--- src/rtl/nest_seq_pkg.sv ---
package nest_seq_pkg;
  localparam int WORD_W = 24;
  localparam int ARG_W  = 16;
  localparam int OP_W   = 2;
  localparam int INSTR_W = OP_W + ARG_W + WORD_W;

  typedef enum logic [OP_W-1:0] {
    OP_STATE = 2'd0,
    OP_OPEN  = 2'd1,
    OP_CLOSE = 2'd2,
    OP_STOP  = 2'd3
  } op_e;

  typedef struct packed {
    op_e               op;
    logic [ARG_W-1:0]  arg;
    logic [WORD_W-1:0] word;
  } instr_t;
endpackage

--- src/rtl/seq_prog_mem.sv ---
module seq_prog_mem #(
  parameter int ADDR_W = 6,
  parameter int DATA_W = 42
) (
  input  logic              clk_i,
  input  logic              we_i,
  input  logic [ADDR_W-1:0] waddr_i,
  input  logic [DATA_W-1:0] wdata_i,
  input  logic [ADDR_W-1:0] raddr_a_i,
  output logic [DATA_W-1:0] rdata_a_o,
  input  logic [ADDR_W-1:0] raddr_b_i,
  output logic [DATA_W-1:0] rdata_b_o
);
  localparam int DEPTH = 1 << ADDR_W;

  logic [DATA_W-1:0] mem_q [DEPTH];

  always_ff @(posedge clk_i) begin
    if (we_i) mem_q[waddr_i] <= wdata_i;
  end

  assign rdata_a_o = mem_q[raddr_a_i];
  assign rdata_b_o = mem_q[raddr_b_i];
endmodule

--- src/rtl/seq_loop_stack.sv ---
module seq_loop_stack #(
  parameter int DEPTH  = 4,
  parameter int ADDR_W = 6,
  parameter int CNT_W  = 16
) (
  input  logic              clk_i,
  input  logic              rst_ni,
  input  logic              clr_i,
  input  logic              push_i,
  input  logic              pop_i,
  input  logic              dec_i,
  input  logic [ADDR_W-1:0] push_ret_i,
  input  logic [CNT_W-1:0]  push_cnt_i,
  output logic [ADDR_W-1:0] top_ret_o,
  output logic [CNT_W-1:0]  top_cnt_o,
  output logic              full_o,
  output logic              empty_o
);
  localparam int SP_W = $clog2(DEPTH + 1);

  logic [ADDR_W-1:0] ret_q [DEPTH];
  logic [CNT_W-1:0]  cnt_q [DEPTH];
  logic [SP_W-1:0]   sp_q;
  logic [SP_W-1:0]   top_idx;

  assign top_idx   = (sp_q == '0) ? '0 : sp_q - 1'b1;
  assign full_o    = (sp_q == SP_W'(DEPTH));
  assign empty_o   = (sp_q == '0);
  assign top_ret_o = ret_q[top_idx];
  assign top_cnt_o = cnt_q[top_idx];

  always_ff @(posedge clk_i or negedge rst_ni) begin
    if (!rst_ni) begin
      sp_q <= '0;
    end else if (clr_i) begin
      sp_q <= '0;
    end else if (push_i) begin
      sp_q <= sp_q + 1'b1;
    end else if (pop_i) begin
      sp_q <= sp_q - 1'b1;
    end
  end

  for (genvar g = 0; g < DEPTH; g++) begin : g_lvl
    always_ff @(posedge clk_i or negedge rst_ni) begin
      if (!rst_ni) begin
        ret_q[g] <= '0;
        cnt_q[g] <= '0;
      end else if (push_i && sp_q == SP_W'(g)) begin
        ret_q[g] <= push_ret_i;
        cnt_q[g] <= push_cnt_i;
      end else if (dec_i && top_idx == SP_W'(g)) begin
        cnt_q[g] <= cnt_q[g] - 1'b1;
      end
    end
  end

  a_r5_sp_bound: assert property (@(posedge clk_i) disable iff (!rst_ni)
    sp_q <= SP_W'(DEPTH));
  a_r5_no_push_full: assert property (@(posedge clk_i) disable iff (!rst_ni)
    push_i |-> !full_o);
  a_r6_no_pop_empty: assert property (@(posedge clk_i) disable iff (!rst_ni)
    (pop_i || dec_i) |-> !empty_o);
endmodule

--- src/rtl/nest_seq.sv ---
module nest_seq
  import nest_seq_pkg::*;
#(
  parameter int ADDR_W    = 6,
  parameter int STACK_DEP = 4
) (
  input  logic                 clk_i,
  input  logic                 rst_ni,
  input  logic                 tick_en_i,
  input  logic                 wr_en_i,
  input  logic [ADDR_W-1:0]    wr_addr_i,
  input  logic [INSTR_W-1:0]   wr_data_i,
  input  logic                 start_i,
  input  logic                 abort_i,
  output logic [WORD_W-1:0]    out_o,
  output logic                 busy_o,
  output logic                 done_o,
  output logic                 err_o
);
  localparam int SD_W = ADDR_W + 1;

  logic              busy_q, busy_n, active_q, active_n, skip_q, skip_n;
  logic              done_q, done_n, err_q, err_n;
  logic [ADDR_W-1:0] pc_q, pc_n;
  logic [SD_W-1:0]   sdep_q, sdep_n;
  logic [ARG_W-1:0]  cnt_q, cnt_n;
  logic [WORD_W-1:0] out_q, out_n;

  logic              disp_en;
  logic [ADDR_W-1:0] disp_addr;
  logic [INSTR_W-1:0] raw_a, raw_b;
  instr_t            cur, tgt;

  logic              st_clr, st_push, st_pop, st_dec, st_full, st_empty;
  logic [ADDR_W-1:0] top_ret;
  logic [ARG_W-1:0]  top_cnt;

  seq_prog_mem #(.ADDR_W(ADDR_W), .DATA_W(INSTR_W)) u_mem (
    .clk_i     (clk_i),
    .we_i      (wr_en_i),
    .waddr_i   (wr_addr_i),
    .wdata_i   (wr_data_i),
    .raddr_a_i (pc_q),
    .rdata_a_o (raw_a),
    .raddr_b_i (disp_addr),
    .rdata_b_o (raw_b)
  );

  assign cur = instr_t'(raw_a);
  assign tgt = instr_t'(raw_b);

  seq_loop_stack #(.DEPTH(STACK_DEP), .ADDR_W(ADDR_W), .CNT_W(ARG_W)) u_stack (
    .clk_i      (clk_i),
    .rst_ni     (rst_ni),
    .clr_i      (st_clr),
    .push_i     (st_push),
    .pop_i      (st_pop),
    .dec_i      (st_dec),
    .push_ret_i (pc_q + 1'b1),
    .push_cnt_i (cur.arg),
    .top_ret_o  (top_ret),
    .top_cnt_o  (top_cnt),
    .full_o     (st_full),
    .empty_o    (st_empty)
  );

  always_comb begin
    busy_n = busy_q; active_n = active_q; skip_n = skip_q;
    done_n = 1'b0;   err_n = err_q;       pc_n = pc_q;
    sdep_n = sdep_q; cnt_n = cnt_q;       out_n = out_q;
    disp_en = 1'b0;  disp_addr = pc_q + 1'b1;
    st_clr = 1'b0; st_push = 1'b0; st_pop = 1'b0; st_dec = 1'b0;

    if (!busy_q) begin
      if (start_i) begin
        busy_n = 1'b1; err_n = 1'b0; skip_n = 1'b0; st_clr = 1'b1;
        disp_en = 1'b1; disp_addr = '0;
      end
    end else if (abort_i) begin
      busy_n = 1'b0; active_n = 1'b0; skip_n = 1'b0; out_n = '0; done_n = 1'b1;
    end else if (active_q) begin
      if (tick_en_i) begin
        if (cnt_q <= ARG_W'(1)) disp_en = 1'b1;
        else cnt_n = cnt_q - 1'b1;
      end
    end else if (skip_q) begin
      pc_n = pc_q + 1'b1;
      unique case (cur.op)
        OP_OPEN:  sdep_n = sdep_q + 1'b1;
        OP_CLOSE: begin
          if (sdep_q == SD_W'(1)) begin
            skip_n = 1'b0; disp_en = 1'b1;
          end else sdep_n = sdep_q - 1'b1;
        end
        OP_STOP: begin
          busy_n = 1'b0; skip_n = 1'b0; out_n = '0; done_n = 1'b1;
        end
        default: ;
      endcase
    end else begin
      unique case (cur.op)
        OP_STATE: begin
          disp_en = 1'b1; disp_addr = pc_q;
        end
        OP_OPEN: begin
          if (cur.arg == '0) begin
            skip_n = 1'b1; sdep_n = SD_W'(1); pc_n = pc_q + 1'b1;
          end else if (st_full) begin
            err_n = 1'b1; busy_n = 1'b0; out_n = '0;
          end else begin
            st_push = 1'b1; disp_en = 1'b1;
          end
        end
        OP_CLOSE: begin
          if (st_empty) begin
            err_n = 1'b1; busy_n = 1'b0; out_n = '0;
          end else if (top_cnt > ARG_W'(1)) begin
            st_dec = 1'b1; disp_en = 1'b1; disp_addr = top_ret;
          end else begin
            st_pop = 1'b1; disp_en = 1'b1;
          end
        end
        default: begin
          busy_n = 1'b0; out_n = '0; done_n = 1'b1;
        end
      endcase
    end

    // dispatch: a state target loads on this edge, a control target runs next cycle
    if (disp_en) begin
      pc_n = disp_addr;
      if (tgt.op == OP_STATE) begin
        active_n = 1'b1;
        out_n    = tgt.word;
        cnt_n    = (tgt.arg == '0) ? ARG_W'(1) : tgt.arg;
      end else begin
        active_n = 1'b0;
      end
    end
  end

  always_ff @(posedge clk_i or negedge rst_ni) begin
    if (!rst_ni) begin
      busy_q <= 1'b0; active_q <= 1'b0; skip_q <= 1'b0;
      done_q <= 1'b0; err_q <= 1'b0;    pc_q <= '0;
      sdep_q <= '0;   cnt_q <= '0;      out_q <= '0;
    end else begin
      busy_q <= busy_n; active_q <= active_n; skip_q <= skip_n;
      done_q <= done_n; err_q <= err_n;       pc_q <= pc_n;
      sdep_q <= sdep_n; cnt_q <= cnt_n;       out_q <= out_n;
    end
  end

  assign out_o  = out_q;
  assign busy_o = busy_q;
  assign done_o = done_q;
  assign err_o  = err_q;

  a_r7_done_single: assert property (@(posedge clk_i) disable iff (!rst_ni)
    done_o |=> !done_o);
  a_r9_idle_out_zero: assert property (@(posedge clk_i) disable iff (!rst_ni)
    !busy_o |-> out_o == '0);
  a_r5_err_halts: assert property (@(posedge clk_i) disable iff (!rst_ni)
    err_o |-> !busy_o && !done_o);
  a_r8_abort_ends: assert property (@(posedge clk_i) disable iff (!rst_ni)
    busy_o && abort_i |=> !busy_o && done_o && out_o == '0);
  a_r10_hold_frozen: assert property (@(posedge clk_i) disable iff (!rst_ni)
    busy_q && active_q && !tick_en_i && !abort_i |=> $stable(out_o) && $stable(cnt_q) && busy_o);
endmodule

--- config.mk ---
export PLATFORM = sky130hd
export DESIGN_NAME = nest_seq
export DESIGN_NICKNAME = d
export VERILOG_FILES = /design/src/rtl/nest_seq_pkg.sv /design/src/rtl/seq_prog_mem.sv /design/src/rtl/seq_loop_stack.sv /design/src/rtl/nest_seq.sv
export SDC_FILE = /design/constraint.sdc
export NUM_CORES = 2
export LEC_CHECK = 0
export BUFFER_PORTS_ARGS = -buffer_cell sky130_fd_sc_hd__buf_2
export CAP_MARGIN = 0
export CELL_PAD_IN_SITES_DETAIL_PLACEMENT = 1
export CELL_PAD_IN_SITES_GLOBAL_PLACEMENT = 1
export CORE_MARGIN = 4
export CORE_UTILIZATION = 38
export CTS_CLUSTER_DIAMETER = 200
export DETAILED_ROUTE_END_ITERATION = 16
export PLACE_DENSITY_LB_ADDON = 0.25
export REMOVE_ABC_BUFFERS = 1
export SYNTH_ARGS = -nofsm -noshare
export SYNTH_HDL_FRONTEND = slang
export SYNTH_SLANG_ARGS = --single-unit
--- constraint.sdc ---
create_clock -name clk_i -period 6.41 [get_ports clk_i]
set_clock_uncertainty 0.15 [all_clocks]
set_input_delay 0.641 -clock clk_i [delete_from_list [all_inputs] [get_ports clk_i]]
set_output_delay 0.641 -clock clk_i [all_outputs]
set_load 0.02 [all_outputs]
* Word level (Yosys, flattened, before mapping) *
Memory sizes are Yosys's and may differ from the RTL's.
Cells that the tools add are included.

word-level totals
  memory bits (writable) = 2688
  memories = 1
  output and inout bits = 27
  logic and storage cells = 216
  bits in registers = 149
  input port bits = 54

memory list
  name         depth  bits a word  read ports  clocked after Yosys merged registers in  write ports  RTL line            text
  u_mem.mem_q  64     42           2           0                                        1            seq_prog_mem.sv:16  logic [DATA_W-1:0] mem_q [DEPTH];

cells by class
  order comparisons = 3
  equal/unequal tests = 22
  reduce and logical (&&, ||, !) cells = 33
  bitwise logic cells = 3
  mux-type cells = 126
  $add $sub $neg = 10

operators by type and width
  cell                                                            count
  2-to-1 mux 16 bit                                               18
  2-to-1 mux 24 bit                                               10
  2-to-1 mux 6 bit                                                16
  subtractor 16 x 1 -> 16 bit, second input constant              5
  one-hot mux 24 bit (3 select lines)                             1
  2-to-1 mux 1 bit                                                65
  binary-select mux 16 bit (select 2 bit)                         1
  zero test 16 bit                                                2
  2-to-1 mux 7 bit                                                4
  nonzero test 2 bit                                              10
  greater-than comparator 16 x 1 -> 1 bit, second input constant  1
  <= comparator 16 x 1 -> 1 bit, second input constant            1
  != test 3 bit, second input constant                            5
  one-hot mux 7 bit (2 select lines)                              1
  binary-select mux 6 bit (select 2 bit)                          1
  equality test 3 x 2 -> 1 bit, second input constant             4
  2-to-1 mux 3 bit                                                4
  one-hot mux 6 bit (2 select lines)                              1
  nonzero test 3 bit                                              3
  logical AND 1 bit                                               8
  AND reduction 8 bit                                             1
  adder 7 x 1 -> 7 bit, second input constant                     1
  equality test 7 x 1 -> 1 bit, second input constant             1
  AND reduction 7 bit                                             1
  21 further kinds                                                32

* Logic depth before layout (Yosys ltp) *
An unclocked memory read counts as a cell.

  word-level depth = 19
  gate-level depth with buffers = 25
  depth with buffers taken out = 17

* Modules after synthesis *
Synthesis repeated with hierarchy kept, for this count alone.

second synthesis, totals
  cells, all modules = 6834
  area, all modules = 132861.2 µm²

modules (own cells, without submodules)
  module          cells each  seq. area each (µm²)  area an instance (µm²)  times used
  seq_prog_mem    5874        80717.4               123651.1                1
  seq_loop_stack  570         2277.2                5454.0                  1
  nest_seq        390         1451.4                3756.1                  1

* Worst setup path after synthesis *
Ideal clock, no wire load.

  kind = register to register
  start = register u_stack.sp_q[0]
  end = register cnt_q[0]
  data required time = 6194 ps
  setup slack = 1221 ps
  data arrival time = 4973 ps
  period minus slack after synthesis = 5189 ps
  path buffers = 5
  setup time = 66 ps
  stages on the path, launching flop included = 23
  cells stage by stage = dfrtp_1 buf_2 inv_2 ha_1 buf_2 and2b_1 buf_4 a22oi_1 nor4_1 a21oi_2 o41a_4 a2111oi_4 a211o_1 buf_6 buf_12 mux2i_1 o32ai_1 or4b_1 a221oi_1 nor3_2 nor4b_1 and4_1 o31a_1

on the way
  longest elaborated chain between the ends = 19
  elaborated cells on any way between the ends = 33
  classes of those cells = add/sub (1); order compare (1); eq/ne (1); mux (25); bitwise (1); reduce/logical (3); memory (1)

RTL lines
  what                                                                 RTL line                                    text
  from (decl)                                                          seq_loop_stack.sv:23                        logic [SP_W-1:0] sp_q;
  from (signal assigned)                                               seq_loop_stack.sv:38                        sp_q <= sp_q + 1'b1;
  from (signal assigned)                                               seq_loop_stack.sv:40                        sp_q <= sp_q - 1'b1;
  subtractor 3 x 1 -> 3 bit / zero test 3 bit (equally long branches)  seq_loop_stack.sv:26, seq_loop_stack.sv:28
  2-to-1 mux 3 bit                                                     seq_loop_stack.sv:26                        assign top_idx = (sp_q == '0) ? '0 : sp_q - 1'b1;
  inverter 3 -> 4 bit (not written as such)                            seq_loop_stack.sv:29, seq_loop_stack.sv:30
  binary-select mux 16 bit (select 2 bit)                              seq_loop_stack.sv:30                        assign top_cnt_o = cnt_q[top_idx];
  2-to-1 mux 16 bit (not written as such) (2 in series)                seq_loop_stack.sv:30
  greater-than comparator 16 x 1 -> 1 bit                              nest_seq.sv:117                             end else if (top_cnt > ARG_W'(1)) begin
  2-to-1 mux 6 bit                                                     nest_seq.sv:117
  2-to-1 mux 6 bit                                                     nest_seq.sv:115                             if (st_empty) begin
  [... 3 more ...]                                                     n/a
  2-to-1 mux 6 bit                                                     nest_seq.sv:79                              end else if (abort_i) begin
  2-to-1 mux 6 bit                                                     nest_seq.sv:74                              if (!busy_q) begin
  memory read (64 x 42 bit)                                            n/a
  zero test 16 bit                                                     nest_seq.sv:135                             cnt_n = (tgt.arg == '0) ? ARG_W'(1) : tgt.arg;
  2-to-1 mux 16 bit                                                    nest_seq.sv:135
  2-to-1 mux 16 bit                                                    nest_seq.sv:132                             if (tgt.op == OP_STATE) begin
  2-to-1 mux 16 bit (*)                                                nest_seq.sv:130                             if (disp_en) begin
  named net cnt_n[0]                                                   nest_seq.sv:26                              logic [ARG_W-1:0] cnt_q, cnt_n;
  to (signal assigned)                                                 nest_seq.sv:150                             sdep_q <= sdep_n; cnt_q <= cnt_n; out_q <= out_n;
  to (decl)                                                            nest_seq.sv:26

The timed path passes the listed nets; every way through them passes the cells marked *. The select of a mux whose other input is x is not followed.
A chain may end at the register's enable or synchronous reset.

* Worst setup path in the final report *
Same ends and word-level chain as after synthesis.

==> reports/summary.txt <==
Total GRT Usage: 27.3%
#FFs+latches synth: 2837
via/cell ratio: 6.17
row cnt: 209
Syn. warnings: 0
H-tree depth: 5
most common cell after layout, fill and taps aside: edfxtp_1
CTS tree: yes
sequential share of the synthesized area: 68.1%
Peak Freq: 159 MHz
Netlist Area Pre-Place: 124000 µm²
Hold Slack: 0.172 ns
synthesis-to-finish area growth: 14.8%
number of DRC markers in iteration 0: 11101
Tot Pwr: 77.9 mW
Worst Setup Start Kind: flip-flop
Die Area: 335000 µm²
commonest non-fill, non-tap cells in the layout: edfxtp_1, nand2_1, nand3_1, mux4_2, mux2i_1
Setup Crit Path Kind: reg2reg
total I/O pin count: 81
WL final: 468000 µm
worst skew pair latency: 0.94 ns
Critical Path Sink Type: flip-flop
Initial DRT Pass Iterations: 5
vias in the first global route: 87175
first-pass GRT wire length: 660000 µm
placed insts: 13243
Slew HR: 15.7%
Cell Pwr Density: 548 nW/µm²
GRT overflow: 0
clock sinks: 2837
CP Data Required Time: 7.06 ns
final worst path period share: 97.9%
largest net degree at the start of global routing: 149
initial antenna violation count: 37
minimum clock period: 6.28 ns
Die Y-Extent: 579 µm
core box area: 325000 µm²
Routed Antenna Nets: 0
Post-synth EDFFs: 2688
Static Leak: 48.2 nW
Slew @ Worst Pin: 1.27 ns
# setup viols final: 0
Num CTS Buffers: 315
post-route insts no fill: 13848
PortBufs: 80
Final WS setup: 0.133 ns
dpl ws: -0.0804 ns
Primary FF master, synth: edfxtp_1
Worst IR Drop VDD: 0.453 mV
# DRC: 0
worst-path maximum fanout: 35
Via Count: 85467
arrival time worst endpoint: 6.93 ns
Hold Fails Final Rpt: 0
Final nets: 9315
root buf cell: clkbuf_16
routability cong.: 0.885
Pins Over Slew Limit: 0
mean post-synth cell area: 13.7 µm²
Synth Instances: 9058
HPWL after detailed placement: 272000 µm
maximum clock insertion buffer count: 4
clock-pin slew on the worst setup and hold paths: 0.06 ns
post-synthesis cell type count: 100
Hold Crit Class: in2async
fraction of registers with async set/reset: 5.25%
status: finished clean
routed len/inst: 33.8 µm
Max Cap Viol: 0
Initial Util: 38.2%
layout cell share with drive strength beyond 1: 15.7%
die width: 579 µm
==> through the flow <==
step	instance area, µm²	util, %	TNS [ns]
after floorplan	121000	-	-3141.46
after global placement	132000	40.7	-0.0732
after detailed placement	132000	40.7	-0.0804
after CTS	142000	43.8	0
after global routing	142000	43.8	-0.146
final	142000	43.9	0
==> cells in the mapped netlist (all sizes together) (8+ instances only) <==
library cell	instances	share of area (%)
a21oi	150	0.61
xor2	42	0.30
and2	9	0.045
a211oi	69	0.43
or3	49	0.25
a22oi	35	0.22
clkbuf	292	0.89
a32o	10	0.081
a311oi	298	2.1
o311ai	16	0.11
buf	370	1.7
mux2	57	0.55
o31ai	39	0.25
inv	32	0.097
xnor2	31	0.22
nor2	195	0.60
nor4	44	0.23
o22ai	22	0.11
mux2i	332	2.7
a311o	8	0.065
a32oi	19	0.13
a31oi	78	0.39
nand3	841	3.4
edfxtp	2688	65
or4	15	0.091
o221ai	14	0.099
nor2b	26	0.13
a221oi	26	0.19
mux4	341	6.2
a2111oi	11	0.10
and3	191	0.96
nand4	27	0.14
nand2b	13	0.066
nor3	72	0.30
o21ai	91	0.37
ha	16	0.16
nand2	2219	6.7
dfrtp	149	3.0
a211o	34	0.24
==> state kept, by name, indices dropped and copies added, names as in the netlist <==
signal         flops
active_q           1
busy_o             1
cnt_q             16
done_o             1
err_o              1
out_o             24
pc_q               6
sdep_q             7
skip_q             1
u_mem.mem_q     2688
u_stack.cnt_q     64
u_stack.ret_q     24
u_stack.sp_q       3
==> layer usage <==
layer  part of all wire [%]  vias to the layer above  routed length, µm  GRT usage (%)
met5                  0.017                        -                 79              0
met4                    4.5                       12              21000           11.1
met3                    8.5                     1020              39700           4.79
met2                     47                     4247             220000           43.8
met1                     40                    45209             187000           36.8
li1                       -                    34979                  -              -
==> power by group <==
part           internal (mW)  switching (mW)  total [mW]
Sequential              20.8           0.620        21.4
Combinational           13.2            25.2        38.3
Clock                   10.5            7.67        18.1
==> timing repair <==
item	in CTS	in global routing
hold buffers	4	0
pin swaps	1	0
setup buffers	6	0
resized for setup	1	11
endpoints found under the setup margin	1	6
endpoints found under the hold margin	71	0
==> kinds of logic after synthesis <==
family / Yosys count / synth area share (%)
flops: 2837 / 68.1
xor+xnor: 73 / 0.516
buf+inv: 694 / 2.71
mux: 730 / 9.42
fa+ha+maj: 16 / 0.161
simple gates: 3733 / 13.2
compound gates: 975 / 5.93
==> critical path: stages (launching register included) <==
cell and delay, ns:
dfrtp_1 0.42, inv_2 0.14, ha_1 0.36, nand2b_1 0.29, a2bb2oi_1 0.25, nor4_2 0.43
a21oi_2 0.16, o41ai_4 0.52, o21ai_2 0.14, buf_4 0.21, a211oi_4 0.28, buf_12 0.24
buf_12 0.23, buf_12 0.26, nor2_1 0.08, nor2_2 0.29, o22ai_1 0.25, nor4_1 0.36
buf_4 0.17, o311a_1 0.26, nor4b_1 0.09, buf_4 0.15, and4_1 0.14, o31a_1 0.27
==> final timing paths <==
kind / slack (ns) / start / endpoint / cells after the start
max in group asynchronous: 4.58 / rst_ni / out_o[8] / 3
min: 0.17 / rst_ni / u_stack.cnt_q[23] / 2
max reg2reg: 0.13 / u_stack.sp_q[0] / cnt_q[0] / 23
min reg2reg: 0.34 / u_stack.ret_q[5] / u_stack.ret_q[5] / 2
min in group clk_i: 0.32 / wr_data_i[4] / u_mem.mem_q[26][4] / 1
max: 0.13 / u_stack.sp_q[0] / cnt_q[0] / 23
==> cell type report <==
class	instances	area, µm²
diodes	23	57.6
clock buffers	426	8590
clock inverters	146	1520
fillers	32511	182000
inverters	32	120
multi-input cells	5527	36900
flip-flops and latches	2837	84500
well taps	4325	5410
repair buffers	532	5270
Power figures use the tool's default switching activity.
